**src/rtl/odt_term_pkg.sv**
```systemverilog
package odt_term_pkg;

  typedef enum logic [1:0] {
    OP_NOP   = 2'd0,
    OP_WRITE = 2'd1,
    OP_READ  = 2'd2,
    OP_MODE  = 2'd3
  } odt_op_e;

  typedef enum logic [1:0] {
    TERM_OFF = 2'd0,
    TERM_NOM = 2'd1,
    TERM_WR  = 2'd2
  } term_state_e;

  // window lengths in clocks and the minimum write spacing
  localparam int unsigned BL8_CLKS = 4;
  localparam int unsigned BC4_CLKS = 2;

endpackage

```
**src/rtl/odt_wr_window.sv**
```systemverilog
module odt_wr_window
  import odt_term_pkg::*;
#(
  parameter int unsigned CWL_MAX = 8,
  parameter int unsigned CWL_W   = 4
) (
  input  logic             clk,
  input  logic             rst_n,
  input  logic             wr_fire,
  input  logic             wr_chop,
  input  logic [CWL_W-1:0] cwl,
  output logic             win_open
);
  localparam int unsigned SEL_W = (CWL_MAX > 1) ? $clog2(CWL_MAX) : 1;
  localparam int unsigned LEN_W = $clog2(BL8_CLKS + 1);

  logic [CWL_MAX-1:0] vld_q, vld_d, chop_q, chop_d;
  logic               pipe_en;
  logic [SEL_W-1:0]   sel;
  logic               tap, tap_chop;
  logic [LEN_W-1:0]   cnt_q, cnt_d, dec, len;
  logic               cnt_en;

  // latency tap select, clamped to the implemented range
  always_comb begin
    if (cwl == '0)
      sel = '0;
    else if (cwl > CWL_W'(CWL_MAX))
      sel = SEL_W'(CWL_MAX - 1);
    else
      sel = SEL_W'(cwl - CWL_W'(1));
  end

  assign tap      = vld_q[sel];
  assign tap_chop = chop_q[sel];

  // delay line: each write carries its own chop flag
  always_comb begin
    vld_d   = {vld_q[CWL_MAX-2:0], wr_fire};
    chop_d  = {chop_q[CWL_MAX-2:0], wr_chop & wr_fire};
    pipe_en = wr_fire | (|vld_q);
  end

  always_ff @(posedge clk or negedge rst_n) begin
    if (!rst_n) begin
      vld_q  <= '0;
      chop_q <= '0;
    end else if (pipe_en) begin
      vld_q  <= vld_d;
      chop_q <= chop_d;
    end
  end

  // window counter: a new start keeps the longer of remaining and new length
  always_comb begin
    dec    = (cnt_q == '0) ? '0 : cnt_q - LEN_W'(1);
    len    = tap_chop ? LEN_W'(BC4_CLKS) : LEN_W'(BL8_CLKS);
    cnt_d  = dec;
    if (tap && (len > dec))
      cnt_d = len;
    cnt_en = tap | (cnt_q != '0);
  end

  always_ff @(posedge clk or negedge rst_n) begin
    if (!rst_n)
      cnt_q <= '0;
    else if (cnt_en)
      cnt_q <= cnt_d;
  end

  assign win_open = (cnt_q != '0);

endmodule

```
**src/rtl/odt_gap_check.sv**
```systemverilog
module odt_gap_check
  import odt_term_pkg::*;
#(
  parameter int unsigned SPACING = BL8_CLKS
) (
  input  logic clk,
  input  logic rst_n,
  input  logic wr_fire,
  output logic gap_err
);
  localparam int unsigned CNT_W = $clog2(SPACING + 1);

  logic [CNT_W-1:0] since_q, since_d;
  logic             err_d, since_en;

  always_comb begin
    since_en = wr_fire | (since_q != CNT_W'(SPACING));
    err_d    = wr_fire & (since_q < CNT_W'(SPACING));
    if (wr_fire)
      since_d = CNT_W'(1);
    else
      since_d = since_q + CNT_W'(1);
  end

  always_ff @(posedge clk or negedge rst_n) begin
    if (!rst_n) begin
      since_q <= CNT_W'(SPACING);
      gap_err <= 1'b0;
    end else begin
      gap_err <= err_d;
      if (since_en)
        since_q <= since_d;
    end
  end

endmodule

```
**src/rtl/odt_term_ctrl.sv**
```systemverilog
module odt_term_ctrl
  import odt_term_pkg::*;
#(
  parameter int unsigned CWL_MAX = 8,
  parameter int unsigned CWL_W   = 4
) (
  input  logic             clk,
  input  logic             rst_n,
  input  logic [1:0]       cmd_op,
  input  logic             cmd_chop,
  input  logic [1:0]       cmd_data,
  input  logic [CWL_W-1:0] cwl,
  input  logic             dll_off,
  output logic             odt,
  output logic [1:0]       odt_state,
  output logic             wr_gap_err,
  output logic             dll_odt_err
);
  logic [1:0]  rst_pipe_q;
  logic        rst_i_n;
  odt_op_e     op;
  logic        wr_fire, mode_fire;
  logic        nom_en_q, nom_en_d, wr_en_q, wr_en_d, mode_en;
  logic        derr_d;
  logic        win_open;
  term_state_e state;

  // reset: asserted asynchronously, released after two clock edges
  always_ff @(posedge clk or negedge rst_n) begin
    if (!rst_n)
      rst_pipe_q <= 2'b00;
    else
      rst_pipe_q <= {rst_pipe_q[0], 1'b1};
  end
  assign rst_i_n = rst_pipe_q[1];

  assign op        = odt_op_e'(cmd_op);
  assign wr_fire   = (op == OP_WRITE);
  assign mode_fire = (op == OP_MODE);

  // enable bits loaded by mode writes
  always_comb begin
    mode_en  = mode_fire;
    nom_en_d = cmd_data[0];
    wr_en_d  = cmd_data[1];
    derr_d   = mode_fire & dll_off & (|cmd_data);
  end

  always_ff @(posedge clk or negedge rst_i_n) begin
    if (!rst_i_n) begin
      nom_en_q    <= 1'b0;
      wr_en_q     <= 1'b0;
      dll_odt_err <= 1'b0;
    end else begin
      dll_odt_err <= derr_d;
      if (mode_en) begin
        nom_en_q <= nom_en_d;
        wr_en_q  <= wr_en_d;
      end
    end
  end

  odt_wr_window #(
    .CWL_MAX (CWL_MAX),
    .CWL_W   (CWL_W)
  ) u_window (
    .clk      (clk),
    .rst_n    (rst_i_n),
    .wr_fire  (wr_fire),
    .wr_chop  (cmd_chop),
    .cwl      (cwl),
    .win_open (win_open)
  );

  odt_gap_check #(
    .SPACING (BL8_CLKS)
  ) u_gap (
    .clk     (clk),
    .rst_n   (rst_i_n),
    .wr_fire (wr_fire),
    .gap_err (wr_gap_err)
  );

  // termination selection; DLL-disable overrides everything
  always_comb begin
    if (dll_off) begin
      state = TERM_OFF;
      odt   = 1'b0;
    end else if (wr_en_q && win_open) begin
      state = TERM_WR;
      odt   = 1'b1;
    end else if (nom_en_q) begin
      state = TERM_NOM;
      odt   = 1'b1;
    end else begin
      state = TERM_OFF;
      odt   = 1'b0;
    end
  end

  assign odt_state = state;

endmodule

```
**config.mk**
```make
export PLATFORM = sky130hd
export DESIGN_NAME = odt_term_ctrl
export DESIGN_NICKNAME = d
export VERILOG_FILES = /design/src/rtl/odt_term_pkg.sv /design/src/rtl/odt_wr_window.sv /design/src/rtl/odt_gap_check.sv /design/src/rtl/odt_term_ctrl.sv
export SDC_FILE = /design/constraint.sdc
export NUM_CORES = 1
export LEC_CHECK = 0
export ABC_AREA = 1
export ABC_CLOCK_PERIOD_IN_PS = 1100
export BUFFER_PORTS_ARGS = -buffer_cell sky130_fd_sc_hd__buf_2
export CAP_MARGIN = 0
export CORE_ASPECT_RATIO = 1.75
export CORE_UTILIZATION = 45
export DETAILED_ROUTE_END_ITERATION = 7
export PLACE_DENSITY = 0.7
export SYNTH_ARGS = -nofsm -noshare
export SYNTH_HDL_FRONTEND = slang
export SYNTH_SLANG_ARGS = --single-unit
```
**constraint.sdc**
```tcl
create_clock -name clk -period 1.1 [get_ports clk]
set_input_delay 0.055 -clock clk [delete_from_list [all_inputs] [get_ports clk]]
set_output_delay 0.055 -clock clk [all_outputs]
set_load 0.02 [all_outputs]
```
== After elaboration in Yosys (flattened, before gate mapping) ==
Cells that the tools add are included.
Operators by class
  add/subtract/negate cells: 3
  $lt $le $gt $ge: 4
  equal/unequal tests: 3
  multiplexer cells: 16
  bitwise gates (word level): 7
  reduce and logical (&&, ||, !) cells: 7
Operators by type and width (number)
  2-to-1 mux 3 bit: 6
  OR reduction 8 bit: 1
  binary-select mux 1 bit (select 3 bit): 2
  2-to-1 mux 1 bit: 6
  subtractor 3 x 1 -> 3 bit (second input constant): 2
  bitwise AND 1 bit: 4
  > comparator 4 bit (second input constant): 1
  zero test 4 bit: 1
  less-than comparator 3 x 4 -> 1 bit (second input constant): 1
  2-to-1 mux 2 bit: 2
  adder 3 x 1 -> 3 bit (second input constant): 1
  > comparator 3 bit: 1
  zero test 3 bit: 1
  less-than comparator 3 bit (second input constant): 1
  inequality test 3 bit (second input constant): 1
  OR 1 bit: 3
  nonzero test 3 bit: 1
  == test 2 x 1 -> 1 bit (second input constant): 1
  == test 2 bit (second input constant): 1
  logical AND 1 bit: 2
  OR reduction 2 bit: 1
Storage, ports and cells
  bits in registers: 28
  input bits: 12
  output and inout bits: 5
  word-level logic and storage cells: 49

== Depth between registers and ports, before layout ==
Gate-level depths: netlist of run 1.
  word-level depth: 9
  mapped depth: 19

== Cells and area by module ==
From an unflattened synthesis of run 1, not the netlist that was laid out.
Unflattened totals
  cells, all modules: 197
  area, all modules: 1514.0 sq um
Modules (own cells, without submodules)
  odt_wr_window: times used 1, cells each 148, area an instance 1107.3 sq um, sequential area each 475.5 sq um
  odt_term_ctrl: times used 1, cells each 26, area an instance 209.0 sq um, sequential area each 125.1 sq um
  odt_gap_check: times used 1, cells each 23, area an instance 197.7 sq um, sequential area each 101.3 sq um

== Worst setup path after synthesis of run 1 ==
Ideal clock, no wire load.
  path kind: input to register
  start point: input port cwl[0]
  end point: register u_window.cnt_q[2]
  arrival: 1.617 ns
  data required time: 0.984 ns
  slack: -0.634 ns
  stages: 18
  cell sequence: inv_1 > ha_1 > nand2_2 > nand2_2 > nand2_2 > nand2_4 > nand3_2 > nand2_1 > nand2_1 > nand2_2 > ha_1 > inv_1 > nor2_1 > nand3_2 > nand4_1 > nand2_1 > nand2_1 > nand2_1
Between the ends
  word-level cells in the longest chain between the ends: 9
RTL lines
  start, declared: RTL line odt_term_ctrl.sv:12  | input logic [CWL_W-1:0] cwl,
  > comparator 4 bit or subtractor 3 x 1 -> 3 bit (tied branches): RTL line odt_wr_window.sv:28, odt_wr_window.sv:31
  2-to-1 mux 3 bit: RTL line odt_wr_window.sv:28  | else if (cwl > CWL_W'(CWL_MAX))
  2-to-1 mux 3 bit *: RTL line odt_wr_window.sv:26  | if (cwl == '0)
  binary-select mux 1 bit (select 3 bit): RTL line odt_wr_window.sv:35  | assign tap_chop = chop_q[sel];
  2-to-1 mux 1 bit (not written as such): RTL line odt_wr_window.sv:35
  2-to-1 mux 3 bit: RTL line odt_wr_window.sv:57  | len = tap_chop ? LEN_W'(BC4_CLKS) : LEN_W'(BL8_CLKS);
  > comparator 3 bit: RTL line odt_wr_window.sv:59  | if (tap && (len > dec))
  logical AND 1 bit: RTL line odt_wr_window.sv:59
  2-to-1 mux 3 bit: RTL line odt_wr_window.sv:59
  end signal, assigned: RTL line odt_wr_window.sv:68  | cnt_q <= cnt_d;
  end, declared: RTL line odt_wr_window.sv:21  | logic [LEN_W-1:0] cnt_q, cnt_d, dec, len;
Mark *: on every way between the ends. The rest lies on a longest branch, timed or not. The select of a mux whose other input is x is not followed.
A chain may end at the register's enable or synchronous reset.

== Worst setup path in the final report of run 1 ==
  start point: register u_window.cnt_q[0]
  end point: register u_window.cnt_q[2]
Between the ends
  word-level cells in the longest chain between the ends: 5
RTL lines
  subtractor 3 x 1 -> 3 bit or zero test 3 bit (tied branches): RTL line odt_wr_window.sv:56  | dec = (cnt_q == '0) ? '0 : cnt_q - LEN_W'(1);
  2-to-1 mux 3 bit: RTL line odt_wr_window.sv:56
  > comparator 3 bit: RTL line odt_wr_window.sv:59
  logical AND 1 bit: RTL line odt_wr_window.sv:59
  2-to-1 mux 3 bit: RTL line odt_wr_window.sv:59
Several ways; a longest one is shown, not always the timed one.

==> metrics.txt, run 1 <==
R2R Path Start u_window.cnt_q[0]; Final Slew Violations 0; Final nets 244; failing checks negative setup slack; Core ar. 0.00318 mm^2; min cycle time layout 1.69 ns; initial antenna violation count 0; per-cell routed wire length 12.3 um; crit path DAT 1.84 ns; row cnt 27; Syn Nets 195; placed inst area 0.00197 mm^2; Skew-Pair Late Insertion Delay 0.27 ns; first-pass GRT wire length 5.87 mm; clock buffer depth 2; Die Width 46.0 um; die area 0.00364 mm^2; clock-pin slew on the worst setup and hold paths 0.09 ns; die height 79.0 um; CTS buffer count 3; ant diodes 0; clk root buf clkbuf_8; number of I/O pins 17; largest net degree at the start of global routing 27; worst hold path depth 3; H-tree levels 1; DRT Wirelength 3.30 mm; Antenna Nets Post-Route 0; Vias 1312; total chip power 0.00390 W; peak fanout along the critical path 3; # DRC 0; mapped cell area 0.00153 mm^2; vias in the first global route 1399; final setup fails 14; Yosys reg bits 28; post-route design area 0.00219 mm^2; max_cap viols 0; First-pass DRT Iterations 4; Final HPWL DP 2.48 mm; Clock Sink Count 28; # port buffers 16; number of synthesized flops with an enable pin 0; Top FF cell, synth dfrtp_1; FMAX 0.593 GHz; WP data required 1.26 ns; leakage power 1.09 nW; CP Class reg2reg; Final TNS setup -4.34 ns; Initial Util 0.480; TritonCTS clock tree yes; Syn Area/Cell 8.62 um^2; worst r2r dst u_window.cnt_q[2]; Synth-to-Final Area Change 43.6%; gpl congestion 0.853; R2R cell count 13; Cells after Synth 177; register area 702 um^2; CP Capture Point u_window.cnt_q[2]; gr ovfl total 0; status finished, violations left; Yosys warnings 0; crit path launch u_window.cnt_q[0]; Worst Setup Slack, final -0.587 ns; GRT Util Overall 0.214; crit end category flop; Multi-input gate area 860 um^2; fraction of registers with async set/reset 1.00; post-synth cell types 26; via/cell ratio 4.90; Setup Skew 0.00609 ns; share of cells above drive strength 1 0.520; P per Cell Area 1780 mW/mm^2; sequential share of the synthesized area 0.460; RSZ-0062 raised after global routing true; Setup crit start kind flop; Fill cells 275; R2R Setup Slk -0.59 ns; final hold violation count 0; Max IR drop VDD 1.41 mV; initial DRC count 36; min-delay worst type in2reg; crit share post-route 1.53
power by group:
group,internal (W),switching [W]
Combinational,0.000931,0.000988
Clock,0.000320,0.000297
Sequential,0.00122,0.000141
Total,0.00247,0.00143
cells by family after synthesis:
logic type,count (synthesis),synth area share
adders and majority gates,6,0.0492
xor gates and xnor gates,1,0.00574
buffers and inverters,32,0.0796
DFF,28,0.460
muxes,2,0.0148
and+or+nand+nor,86,0.308
other,1,0.00246
AOI/OAI and AO/OA,21,0.0804
metrics by stage:
step / hold WS, ns / utilization / std cells / worst slack [ns]
5_1_grt: 0.0397 / 0.690 / 268 / -0.723
4_1_cts: 0.0140 / 0.673 / 266 / -0.512
2_1_floorplan: -0.241 / - / 177 / -0.454
3_3_place_gp: -0.162 / 0.619 / 257 / -0.715
6_report: 0.0154 / 0.690 / 268 / -0.587
3_5_place_dp: -0.159 / 0.619 / 257 / -0.775
state kept, by name, summed over array words and instances, names as in the netlist:
register	cells
u_window.cnt_q	3
u_gap.since_q	3
dll_odt_err	1
u_window.chop_q	8
rst_pipe_q	2
u_window.vld_q	8
u_gap.gap_err	1
wr_en_q	1
nom_en_q	1
what timing repair did:
action / CTS / global route
buffers inserted: 4 / 3
hold buffers: 1 / 0
endpoints found under the hold margin: 2 / 0
gates resized for setup: 19 / 11
endpoints found under the setup margin: 15 / 16
cloned: 0 / 0
pin swaps: 5 / 11
how the worst min path moves through the flow:
stage                    endpoint  startpoint  slack, ns
2_1_floorplan       rst_pipe_q[0]       rst_n      -0.24
3_5_place_dp        rst_pipe_q[0]       rst_n      -0.16
6_report       u_window.chop_q[0]    cmd_chop       0.02
5_1_grt        u_window.chop_q[0]    cmd_chop       0.04
3_3_place_gp        rst_pipe_q[0]       rst_n      -0.16
4_1_cts        u_window.chop_q[0]    cmd_chop       0.01
metal layers:
| layer | share of wire | vias to the layer above | GRT usage |
|---|---|---|---|
| met5 | 0 | - | 0 |
| met4 | 0.0070 | 0 | 0.0559 |
| met3 | 0.017 | 2 | 0.0182 |
| met2 | 0.59 | 20 | 0.399 |
| met1 | 0.38 | 640 | 0.245 |
| li1 | - | 650 | - |
critical path, cell delays in order, from the launching register on:
cell and delay, ns:
dfrtp_1 0.41, nor2_2 0.16, inv_2 0.07, ha_4 0.16, inv_2 0.06, ha_4 0.20
inv_2 0.05, nor2_2 0.03, nand3_2 0.08, nand3_2 0.09, nand2_1 0.06, nand2_1 0.05
nand2_1 0.08, nand2_1 0.07
Yosys cell counts (all sizes together) (2+ instances only):
cell type,number,share of area
nand2,44,0.16
a21oi,5,0.016
clkbuf,7,0.017
mux2,2,0.015
inv,24,0.059
dfrtp,27,0.44
nor2,20,0.056
o21ai,14,0.053
ha,6,0.049
nand3,19,0.082
nor4,2,0.0082
area by class of cell:
class	instances	area share
timing repair buffer	52	0.186
tap	43	0.0246
sequential	28	0.321
inverter	24	0.0514
multi-input combinational	117	0.393
clock buffer	4	0.0251
cell usage in the layout, fill, tap and decap left out, types with 2 or more instances in the layout:
cell type / count
nand2_2: 13
nand3_1: 9
nor2_1: 14
nand2_1: 22
inv_2: 6
buf_4: 28
ha_4: 4
nor2_2: 3
mux2_2: 2
buf_2: 13
o21ai_0: 6
a21oi_2: 3
dfrtp_1: 27
nand3_2: 9
buf_6: 9
inv_1: 15
nand2_4: 9
nor2_4: 3
clkbuf_8: 4
o21ai_1: 6
(Power assumes the default switching activity.)
==> run 2: changes to the inputs <==
- ABC_AREA: 1 -> unset
- CORE_ASPECT_RATIO: 1.75 -> 1.2
- SYNTH_HIERARCHICAL: unset -> 1
==> run 2 against run 1 <==
The flow still finishes with violations (negative setup slack); routed wire length is 20% higher; clock skew grew 0.0017 ns; synthesized cell count shrank 18%; count of clock-buffer cells in the layout fell by 1; final area increased by 6.6%; total power increased by 20%; largest power group unchanged.
==> metrics.txt, run 2 <==
DRT Wirelength 3.97 mm; clk root buf clkbuf_8; Multi-input gate area 925 um^2; via/cell ratio 5.51; Final nets 230; die area 0.00372 mm^2; critical-path cell list nor2_2 -> a211o_1 -> o211ai_1 -> o21ai_1 -> ha_1 -> o21ai_2 -> nor2_2 -> o311ai_2 -> a311oi_1 -> a21oi_1; row cnt 23; Vias 1366; worst hold slack 0.0185 ns; largest net degree at the start of global routing 27; crit end category flop; Core ar. 0.00334 mm^2; post-synth cell types 51; Clock Sink Count 28; share of cells above drive strength 1 0.592; mapped cell area 0.00157 mm^2; non-filler cells, final 248; Setup Skew 0.00779 ns; most numerous cell in the Yosys netlist dfrtp_1; Synth-to-Final Area Change 48.9%; WP data required 1.26 ns; min cycle time layout 2.19 ns; per-cell routed wire length 16.0 um; placed inst area 0.00202 mm^2; TritonCTS clock tree yes; leakage power 1.11 nW; crit share post-route 1.99; Max stage delay on crit path 0.38 ns; first-pass GRT wire length 6.41 mm; CTS buffer count 3; die height 66.7 um; # DRC 0; CP Class reg2reg; Worst Setup Slack, final -1.09 ns; cell at the slowest stage of the critical path dfrtp_1; final hold violation count 0; clock buffer depth 2; Final HPWL DP 2.61 mm; failing checks negative setup slack; dpl cells 231; gr ovfl total 0; final setup fails 15; Syn Area/Cell 10.7 um^2; number of I/O pins 17; number of synthesized flops with an enable pin 0; gpl congestion 0.820; First-pass DRT Iterations 4; status finished, violations left; initial antenna violation count 0; sequential share of the synthesized area 0.448; min-delay worst type in2reg; area leader, netlist dfrtp_1; clock-pin slew on the worst setup and hold paths 0.10 ns; Max IR drop VDD 1.85 mV; P per Cell Area 2010 mW/mm^2; RSZ-0062 raised after global routing true; total chip power 0.00469 W; Skew-Pair Late Insertion Delay 0.28 ns; Synth top area share 0.431; Initial Util 0.470; vias in the first global route 1444; most common cell after layout, fill and taps aside buf_4; Yosys warnings 6; Fill cells 229; post-route design area 0.00233 mm^2; cell mode on critical path nor2_2; initial DRC count 45; Setup crit start kind flop; Antenna Nets Post-Route 0; Final Slew Violations 0; fraction of registers with async set/reset 1.00; Top FF cell, synth dfrtp_1; crit path DAT 2.35 ns; Yosys reg bits 28; Cells after Synth 146; Syn Nets 164; ant diodes 0; synth top area cells dfrtp_1 43%, mux2_2 5.0%, ha_1 4.8%; # port buffers 16; most frequent cells in the layout 48 x buf_4, 27 x dfrtp_1, 13 x buf_2; Top Registers u_window/chop_q x8, u_window/vld_q x8; peak fanout along the critical path 2; max_cap viols 0; H-tree levels 1; FMAX 0.457 GHz; Die Width 55.9 um; Post-synth top cells 27 x dfrtp_1, 12 x inv_1, 12 x nor2_1; GRT Util Overall 0.222; register area 702 um^2
[run 2: cell count changes after synthesis, moves of 7 or more]
| cell | delta |
|---|---|
| nand2_2 | -8 |
| nand2_4 | -7 |
| nand2_1 | -23 |
| o21ai_1 | -7 |
| nand3_1 | -10 |
| inv_1 | -10 |
[run 2: logic make-up after synthesis]
| group | count (synthesis) | share of synthesized area |
|---|---|---|
| compound gates | 35 | 0.187 |
| mux | 11 | 0.0846 |
| other cells | 1 | 0.00239 |
| flops | 28 | 0.448 |
| fa+ha+maj | 7 | 0.0551 |
| buf+inv | 22 | 0.0575 |
| simple gates | 42 | 0.166 |
[run 2: worst paths after layout]
kind / slack (ns) / end / cells after the start / start
setup / recovery: -1.09 / u_window/cnt_q[2] / 10 / u_window/chop_q[1]
hold / removal: 0.02 / wr_en_q / 2 / cmd_data[1]
setup reg to reg: -1.09 / u_window/cnt_q[2] / 10 / u_window/chop_q[1]
hold reg to reg: 0.23 / u_window/vld_q[0] / 1 / rst_pipe_q[1]
max in group asynchronous: 0.58 / u_gap/since_q[2] / 1 / rst_pipe_q[1]
min in group asynchronous: 0.07 / rst_pipe_q[0] / 2 / rst_n
[run 2: worst max-delay path, delay by kind of cell (launching register included)]
kind	cells	cell delay (ns)
fa+ha+maj	1	0.33
flops	1	0.38
simple gates	2	0.16
compound gates	7	1.19
[run 2: through the flow]
| stage | utilization | TNS [ns] | setup slack [ns] |
|---|---|---|---|
| global route | 0.699 | -7.71 | -1.21 |
| global placement | 0.604 | -6.19 | -0.993 |
| floorplan | - | -4.24 | -0.985 |
| finish | 0.699 | -6.74 | -1.09 |
| CTS | 0.674 | -6.16 | -0.990 |
| detailed placement | 0.604 | -6.70 | -1.09 |
[run 2: area by class of cell]
cell class | count | share of cell area
Tap cell | 37 | 0.0198
Timing Repair Buffer | 71 | 0.229
Clock buffer | 3 | 0.0177
Inverter | 12 | 0.0236
Sequential cell | 28 | 0.301
Clock inverter | 1 | 0.0129
Multi-Input combinational cell | 96 | 0.396
[run 2: where the power goes]
part	switching [W]	leakage, nW	internal (W)
combinational	0.00111	0.724	0.00138
clock	0.000332	0.0357	0.000488
sequential	0.000166	0.354	0.00122
total	0.00161	1.11	0.00308
[run 2: repair_timing]
item | in CTS | in global routing
hold buffers | 2 | 0
resized for setup | 26 | 11
setup endpoints to repair | 16 | 16
endpoints found under the hold margin | 3 | 0
pin swaps | 9 | 11
setup buffers | 7 | 5
[run 2: layer usage]
metal | vias up | track usage | wire, um
met5 | - | 0 | 0
met1 | 678 | 0.254 | 1630
li1 | 649 | - | -
met3 | 10 | 0.0408 | 112
met4 | 0 | 0.0976 | 112
met2 | 29 | 0.407 | 2120
==> run 3: changes to the inputs <==
- SKIP_CTS_REPAIR_TIMING: unset -> 1
==> run 3 against run 2 <==
The flow finishes with violations (negative hold slack, negative setup slack); die area unchanged; routed wire length shrank 7.9%; clock skew is 0.0036 ns lower; critical path depth unchanged; setup slack lost 0.0048 ns; cell count is 1.6% lower; first-iteration DRC count down 20%; sequential cell count did not move; combinational power down 4%; hold slack worse by 0.031 ns; largest cell class unchanged; highest routed layer unchanged.
==> metrics.txt, run 3 (same netlist as run 2, synthesis figures left out) <==
crit end category flop; DRT Wirelength 3.66 mm; post-layout util 0.687; # port buffers 16; RSZ-0062 raised after global routing true; Clock Sink Count 28; CP Class reg2reg; H-tree levels 1; first-pass GRT wire length 5.84 mm; die height 66.7 um; Final Slew Violations 0; crit path launch u_window/chop_q[1]; gpl congestion 0.820; CP Capture Point u_window/cnt_q[2]; gr ovfl total 0; crit path DAT 2.35 ns; share of cells above drive strength 1 0.580; FMAX 0.456 GHz; worst r2r dst u_window/cnt_q[2]; clock-pin slew on the worst setup and hold paths 0.10 ns; per-cell routed wire length 15.0 um; R2R Setup Slk -1.09 ns; row cnt 23; Final HPWL DP 2.61 mm; CTS buffer count 3; WP data required 1.26 ns; total chip power 0.00459 W; Vias 1320; die area 0.00372 mm^2; clock buffer depth 2; Skew-Pair Late Insertion Delay 0.28 ns; Sw Ratio 0.335; crit share post-route 1.99; clock network power share 0.176; min-delay worst type in2reg; Place WS -1.09 ns; min cycle time layout 2.19 ns; routed length on met3 87 um; final hold violation count 1; status finished, violations left; M1 WL 1.62 mm; P per Cell Area 2000 mW/mm^2; Die Width 55.9 um; Cell Int Power 0.00305 W; R2R cell count 10; switching power 0.00154 W; Flop pwr share 0.301; worst hold slack -0.0124 ns; largest net degree at the start of global routing 27; TritonCTS clock tree yes; Initial Util 0.470; Synth-to-Final Area Change 46.2%; max layer used met4; failing checks negative hold slack, negative setup slack; Antenna Nets Post-Route 0; R2R Path Start u_window/chop_q[1]; Final TNS setup -6.61 ns; Core ar. 0.00334 mm^2; GRT Util Overall 0.202; max_cap viols 0; Worst Setup Slack, final -1.09 ns; ant diodes 0; Final nets 226; via/cell ratio 5.41; vias in the first global route 1315; most frequent cells in the layout 45 x buf_4, 27 x dfrtp_1, 13 x buf_2; Setup Skew 0.00414 ns; final setup fails 15; most common cell after layout, fill and taps aside buf_4; Setup crit start kind flop; met2 routed WL 1.93 mm; peak fanout along the critical path 2; initial antenna violation count 0; First-pass DRT Iterations 4; clk root buf clkbuf_8; initial DRC count 36; Top Registers u_window/chop_q x8, u_window/vld_q x8; number of I/O pins 17; Combinational Power Share 0.522; leakage power 1.09 nW; # DRC 0; Max IR drop VDD 1.80 mV
## run 3: power groups by stage
stage | Combinational, W | Clock [W] | Sequential (W)
after global placement | 0.00173 | 0 | 0.00136
final | 0.00240 | 0.000809 | 0.00138
after floorplan | 0.00103 | 0 | 0.00139
after detailed placement | 0.00183 | 0 | 0.00137
after global routing | 0.00257 | 0.000866 | 0.00141
after CTS | 0.00184 | 0.000820 | 0.00135
## run 3: per-layer routing
layer,vias up,global-route usage
met1,654,0.239
met5,-,0
met2,22,0.377
met4,0,0.0640
met3,4,0.0330
li1,640,-
## run 3: area by class of cell
type / instances / area (um^2)
Clock buffer: 3 / 41.3
Tap cell: 37 / 46.3
Multi-Input combinational cell: 96 / 915
Timing Repair Buffer: 67 / 503
Sequential cell: 28 / 702
Inverter: 12 / 55.1
Fill cell: 235 / 1050
Clock inverter: 1 / 30.0
## run 3: worst min-delay path by stage
stage	start	slack, ns	to	cells after the start
final	cmd_chop	-0.01	u_window/chop_q[0]	3
after global routing	cmd_chop	0.004	u_window/chop_q[0]	3
after CTS	rst_n	-0.46	rst_pipe_q[0]	1
after detailed placement	rst_n	-0.16	rst_pipe_q[0]	1
after global placement	rst_n	-0.16	rst_pipe_q[0]	1
after floorplan	rst_n	-0.24	rst_pipe_q[0]	0
## run 3: worst max-delay path: stages (launching register included)
cell and delay (ns):
dfrtp_1 0.37, nor2_1 0.06, a211o_1 0.27, o211ai_1 0.22, o21ai_1 0.13, ha_1 0.34, o21ai_2 0.08, nor2_2 0.11
o311ai_2 0.14, a311oi_1 0.28, a21oi_1 0.06
## run 3: per-stage QoR
stage	instance area, um^2	std cells
after floorplan	1630	146
after global placement	2020	231
after detailed placement	2020	231
after CTS	2090	235
after global routing	2290	244
final	2290	244
